File: src/rtl/crc_auth_pkg.sv
package crc_auth_pkg;
  localparam int unsigned ADDR_W     = 7;
  localparam int unsigned BYTE_W     = 8;
  localparam logic [ADDR_W-1:0] CTRL_ADDR = 7'h08;
  localparam int unsigned CTRL_START = 0;
  localparam int unsigned CTRL_DONE  = 1;
  localparam logic [BYTE_W-1:0] UNMAPPED_BYTE = 8'hFF;
endpackage

File: src/rtl/crc_auth_regs.sv
module crc_auth_regs
  import crc_auth_pkg::*;
#(
  parameter int unsigned CHAL_BYTES = 4,
  parameter int unsigned RES_BYTES  = 2
) (
  input  logic                         clk,
  input  logic                         rst,
  input  logic                         wr_en,
  input  logic [ADDR_W-1:0]            addr,
  input  logic [BYTE_W-1:0]            wdata,
  input  logic                         busy,
  input  logic                         done,
  input  logic [RES_BYTES*BYTE_W-1:0]  result,
  output logic [CHAL_BYTES*BYTE_W-1:0] challenge,
  output logic                         start,
  output logic [BYTE_W-1:0]            rdata
);
  localparam int unsigned RES_LO = CHAL_BYTES;

  // challenge byte registers, frozen while a calculation runs
  genvar g;
  generate
    for (g = 0; g < CHAL_BYTES; g++) begin : g_chal
      logic [BYTE_W-1:0] byte_q;
      logic              hit;
      assign hit = wr_en && !busy && (addr == ADDR_W'(g));
      always_ff @(posedge clk) begin
        if (rst)      byte_q <= '0;
        else if (hit) byte_q <= wdata;
      end
      assign challenge[g*BYTE_W +: BYTE_W] = byte_q;
    end
  endgenerate

  assign start = wr_en && !busy && (addr == CTRL_ADDR) && wdata[CTRL_START];

  logic [BYTE_W-1:0] rd_nxt;
  always_comb begin
    rd_nxt = UNMAPPED_BYTE;
    for (int i = 0; i < CHAL_BYTES; i++)
      if (addr == ADDR_W'(i)) rd_nxt = challenge[i*BYTE_W +: BYTE_W];
    for (int i = 0; i < RES_BYTES; i++)
      if (addr == ADDR_W'(RES_LO + i)) rd_nxt = result[i*BYTE_W +: BYTE_W];
    if (addr == CTRL_ADDR) begin
      rd_nxt             = '0;
      rd_nxt[CTRL_START] = busy;
      rd_nxt[CTRL_DONE]  = done;
    end
  end

  always_ff @(posedge clk) begin
    if (rst) rdata <= '0;
    else     rdata <= rd_nxt;
  end
endmodule

File: src/rtl/crc_auth_core.sv
module crc_auth_core #(
  parameter int unsigned MSG_BITS = 96,
  parameter int unsigned CRC_W    = 16
) (
  input  logic                clk,
  input  logic                rst,
  input  logic                start,
  input  logic [MSG_BITS-1:0] msg,
  input  logic [CRC_W-1:0]    poly,
  input  logic [CRC_W-1:0]    seed,
  output logic                busy,
  output logic                done,
  output logic [CRC_W-1:0]    result
);
  localparam int unsigned CNT_W = (MSG_BITS > 1) ? $clog2(MSG_BITS) : 1;
  localparam logic [CNT_W-1:0] LAST_IDX = CNT_W'(MSG_BITS - 1);
  localparam logic [CRC_W-1:0] X0_TAP = {1'b1, {(CRC_W-1){1'b0}}};

  logic [CRC_W-1:0] lfsr_q, lfsr_nxt, taps;
  logic [CNT_W-1:0] idx_q;
  logic             fb;

  // the x^0 coefficient sits in the top tap bit and is always present
  assign taps     = poly | X0_TAP;
  assign fb       = lfsr_q[0] ^ msg[idx_q];
  assign lfsr_nxt = (lfsr_q >> 1) ^ (fb ? taps : '0);

  always_ff @(posedge clk) begin
    if (rst) begin
      lfsr_q <= '0;
      idx_q  <= '0;
      busy   <= 1'b0;
      done   <= 1'b0;
      result <= '0;
    end else if (!busy) begin
      if (start) begin
        lfsr_q <= seed;
        idx_q  <= '0;
        busy   <= 1'b1;
        done   <= 1'b0;
      end
    end else begin
      lfsr_q <= lfsr_nxt;
      idx_q  <= idx_q + 1'b1;
      if (idx_q == LAST_IDX) begin
        busy   <= 1'b0;
        done   <= 1'b1;
        result <= lfsr_nxt;
      end
    end
  end
endmodule

File: src/rtl/crc_auth_engine.sv
module crc_auth_engine
  import crc_auth_pkg::*;
#(
  parameter int unsigned MSG_BITS   = 96,
  parameter int unsigned CRC_W      = 16,
  parameter int unsigned CHAL_BYTES = 4,
  localparam int unsigned ID_W      = MSG_BITS - CHAL_BYTES*BYTE_W
) (
  input  logic              clk,
  input  logic              rst,
  input  logic              reg_wr_en,
  input  logic [ADDR_W-1:0] reg_addr,
  input  logic [BYTE_W-1:0] reg_wdata,
  output logic [BYTE_W-1:0] reg_rdata,
  input  logic [ID_W-1:0]   dev_id,
  input  logic [CRC_W-1:0]  poly,
  input  logic [CRC_W-1:0]  seed,
  output logic              busy,
  output logic              done
);
  localparam int unsigned RES_BYTES = CRC_W / BYTE_W;
  localparam int unsigned CHAL_W    = CHAL_BYTES * BYTE_W;

  logic [CHAL_W-1:0] challenge;
  logic [CRC_W-1:0]  core_result;
  logic              start;

  crc_auth_regs #(
    .CHAL_BYTES(CHAL_BYTES),
    .RES_BYTES (RES_BYTES)
  ) u_regs (
    .clk      (clk),
    .rst      (rst),
    .wr_en    (reg_wr_en),
    .addr     (reg_addr),
    .wdata    (reg_wdata),
    .busy     (busy),
    .done     (done),
    .result   (core_result),
    .challenge(challenge),
    .start    (start),
    .rdata    (reg_rdata)
  );

  crc_auth_core #(
    .MSG_BITS(MSG_BITS),
    .CRC_W   (CRC_W)
  ) u_core (
    .clk   (clk),
    .rst   (rst),
    .start (start),
    .msg   ({challenge, dev_id}),
    .poly  (poly),
    .seed  (seed),
    .busy  (busy),
    .done  (done),
    .result(core_result)
  );
endmodule

File: config.mk
export PLATFORM = sky130hd
export DESIGN_NAME = crc_auth_engine
export DESIGN_NICKNAME = d
export VERILOG_FILES = /design/src/rtl/crc_auth_pkg.sv /design/src/rtl/crc_auth_regs.sv /design/src/rtl/crc_auth_core.sv /design/src/rtl/crc_auth_engine.sv
export SDC_FILE = /design/constraint.sdc
export NUM_CORES = 1
export LEC_CHECK = 0
export CORE_ASPECT_RATIO = 1.75
export CORE_UTILIZATION = 35
export DETAILED_ROUTE_END_ITERATION = 7
export PLACE_DENSITY = 0.57
export SLEW_MARGIN = 25
export SYNTH_ARGS = -nofsm -noshare
export SYNTH_HDL_FRONTEND = slang
export SYNTH_HIERARCHICAL = 1
export SYNTH_SLANG_ARGS = --single-unit
File: constraint.sdc
create_clock -name clk -period 3.15 [get_ports clk]
set_input_delay 0.315 -clock clk [delete_from_list [all_inputs] [get_ports clk]]
set_output_delay 0.315 -clock clk [all_outputs]
set_load 0.01 [all_outputs]
==> results of run 1 <==
-- power by group --
group	leakage (nW)	switching (W)	internal (W)
registers	0.656	0.00000686	0.00103
logic	1.93	0.000114	0.000180
clock network	0.159	0.000443	0.000719
-- area by class of cell --
class / instances / area, um^2 / share of cell area, %
well taps: 224 / 280 / 3.71
clock inverters: 6 / 90.1 / 1.19
clock buffers: 10 / 239 / 3.17
repair buffers: 142 / 1390 / 18.4
multi-input cells: 521 / 3910 / 51.8
flip-flops and latches: 81 / 1620 / 21.5
inverters: 3 / 11.3 / 0.149
-- worst min-delay path, cell delays in order (launching register included) --
cell      delay [ns]
dfxtp_1         0.31
nand3b_1        0.07
o31ai_1         0.06
-- sequential cells by signal (all words and copies together) (netlist names) --
name	flops
u_core/idx_q	7
u_core/busy	1
u_core/result	16
u_regs/rdata	8
u_core/done	1
u_regs/g_chal.byte_q	32
u_core/lfsr_q	16
-- through the flow --
step                utilization, %  worst slack (ns)  hold slack, ns  area (um^2)  cells
CTS                           45.9             0.364           0.495         7550    987
floorplan                        -             0.426           0.454         5880    675
detailed placement            43.9             0.376           0.484         7220    971
global placement              43.9             0.416           0.470         7220    971
finish                        45.9             0.377           0.491         7550    987
global route                  45.9             0.161           0.513         7550    987
-- layer usage --
layer / track usage, % / part of all wire (%)
met1: 22.8 / 37
met2: 41.6 / 55
met3: 3.19 / 3.6
met4: 10.4 / 3.6
met5: 0 / 0
-- worst paths after layout --
kind                                                        to  depth (start not counted)
worst min register to register  u_core/result[15]$_SDFFE_PP0P_                          2
worst min-delay path            u_core/result[15]$_SDFFE_PP0P_                          2
worst max register to register   u_core/lfsr_q[7]$_SDFFE_PP0P_                          8
worst max-delay path             u_core/lfsr_q[7]$_SDFFE_PP0P_                          8
-- logic make-up (layout without fill, tap and decap cells) --
logic type	count (synthesis)	count (layout)	share of synthesized area (%)
flops	81	81	27.6
simple gates	230	230	19.8
fa+ha+maj	1	1	0.213
compound gates	199	199	24.3
buf+inv	73	161	6.00
mux	90	90	22.0
xor+xnor	1	1	0.149
-- synth_stat cells, types with 3 or more instances --
cell type   n  area [um^2]
nand3_1    52          260
nand3b_1    3         22.5
mux2i_1    38          380
or2_2       4         25.0
buf_4       3         22.5
o22a_1     17          149
o21ai_0    38          190
a311oi_1   13          114
a211o_1    13          114
buf_1       6         22.5
dfxtp_1    81         1620
nand2b_1    5         31.3
mux4_2     29          653
a21oi_1    28          140
clkbuf_1   47          176
a22oi_1     6         45.0
mux2_2     23          259
o211a_1    16          160
inv_1       3         11.3
a211oi_1   34          255
nor3_1     16         80.1
nand2_1    23         86.3
buf_6       8         90.1
nor2_1     82          308
buf_2       6         30.0
nor2b_1    24          150
o22ai_1     6         37.5
a2111oi_0   3         26.3
o21ai_1    11         55.1
==> parameters.txt, run 1 <==
Parameter                              Value

Outcome
  Result of the run ... finished clean

Drt
  First-pass iteration count of the detailed router ... 5
  Detailed Route Iter0 Violations ... 260
  Post-DRT Antenna Nets ... 0
  Number of vias per cell ... 5.75
  Routed wire length ... 18,900 um
  Average wire length per cell after detail routing ... 19.1 um
  Detailed-route DRC error count ... 0
  Vias after detailed routing ... 5,675

Floorplan
  Chip Height ... 173 um
  Horizontal extent of the die ... 100 um
  Area inside the core boundary ... 16,400 um^2
  Initial core utilization ... 35.8%
  Number of core rows ... 62
  Number of primary I/O pins ... 124
  Die ar. ... 17,300 um^2

Synthesis
  Area of the mapped netlist ... 5880 um^2
  Primary FF master, synth ... dfxtp_1
  Share of async-settable or async-resettable flops after synthesis ... 0%
  Yosys warnings ... 6
  Syn Inst Count ... 675
  Mean instance size in the synthesized netlist ... 8.71 um^2
  Sequential area share after synthesis ... 27.6%
  Flip-flop and latch count after synthesis ... 81
  Post-Syn Nets ... 790
  Synth cell types ... 60
  EDFF count, synth ... 0

Clock network
  Clock root buffer master ... clkbuf_16
  Insertion delay of the later-clocked pin in the worst-skew pair ... 0.34 ns
  Hold Buf Count CTS ... 0
  Clock slew seen by the registers of the worst setup and hold paths ... 0.06 ns
  Number of buffers between clock root and the deepest sink ... 2
  Level count of the clock H-tree ... 3
  Total clock sinks ... 81
  Total setup buffers inserted after CTS ... 0
  CTS buffer count ... 9
  Post-CTS Resized ... 0
  TritonCTS clock tree ... built

Setup path
  Sort of element at the start of the critical path ... register
  Worst reg2reg setup slack ... 0.38 ns
  Worst stage delay on the critical path ... 0.54 ns
  Worst path buffer plus inverter count ... 2
  Crit Path Category ... register to register
  Dominant delay contributor by cell family on the critical path ... compound AO/OA/AOI/OAI gates
  Data arrival, critical path ... 3.00 ns
  Slowest cell on the critical path ... mux4_2
  Type of element capturing the critical path ... register
  Reg2Reg Launch Point ... u_core/idx_q[0]$_SDFFE_PP0P_
  Largest driver fanout on the critical path ... 45
  Start point of the critical path ... u_core/idx_q[0]$_SDFFE_PP0P_
  List of cells traversed by the critical path ... buf_4 -> mux4_2 -> a22o_1 -> o41a_1 -> nor3_4 -> buf_12 -> nand3_1 -> o211a_1
  Required time of the worst setup path ... 3.38 ns

Timing
  Setup repair after global routing missed its margin ... no
  Final hold violation count ... 0
  Final setup violation count ... 0
  Max Fclk ... 361 MHz
  Minimum period implied by the final worst setup slack ... 2.77 ns
  Clock skew ... 0.00875 ns
  Max Transition Viols Final ... 0
  Aggregate negative setup slack ... 0 ns
  Worst slew margin relative to its limit ... 40.2%
  Measured slew at the worst slew-check pin ... 0.897 ns
  Share of the cycle needed by the critical path after routing ... 88.0%

Cells and area
  Layout cells sized above 1 ... 14.0%
  Commonest non-fill, non-tap cell in the layout ... clkdlybuf4s50_1
  Final layout net count ... 873
  Fillcell total ... 1,614
  # diodes ... 0
  Signed area change from the synthesized netlist to the final layout ... 28.3%
  Commonest non-fill, non-tap cells in the layout ... clkdlybuf4s50_1, nor2_1, dfxtp_1, nand3_1

Place
  Count of input and output buffers ... 122
  Final GP Congestion ... 0.823
  Final HPWL from detailed placement ... 13,800 um

Worst hold path
  Path type of the worst min-delay path ... register to register
  Min-Delay Startpoint ... u_core/result[15]$_SDFFE_PP0P_

Global route
  Via count of the first global-routing pass ... 5,706
  Combined global-route utilization of all metal layers ... 21.8%
  GRT Residual Overflow ... 0
  Pin count of the biggest net entering global routing ... 55
  Number of antenna violations at the first check in global routing ... 0
  Wire length of the first global-routing pass ... 29,500 um

Job
  Number of max-cap violations ... 0

Pwr
  Total power after layout ... 0.00250 W
  Total power per unit cell area ... 331 nW/um^2
  Worst-case vdd ir drop ... 0.251 mV
  Static leakage power ... 2.75 nW
No activity file was read; power rests on OpenSTA's default activity.
==> run 2: changes to the inputs <==
--- a/config.mk
+++ b/config.mk
@@ -7,6 +7,7 @@
 export LEC_CHECK = 0
 export CORE_ASPECT_RATIO = 1.75
 export CORE_UTILIZATION = 35
+export CTS_CLUSTER_SIZE = 12
 export DETAILED_ROUTE_END_ITERATION = 7
 export PLACE_DENSITY = 0.57
 export SLEW_MARGIN = 25
==> results of run 2 <==
Final layout, timing and power as in run 1 (identical DEF).
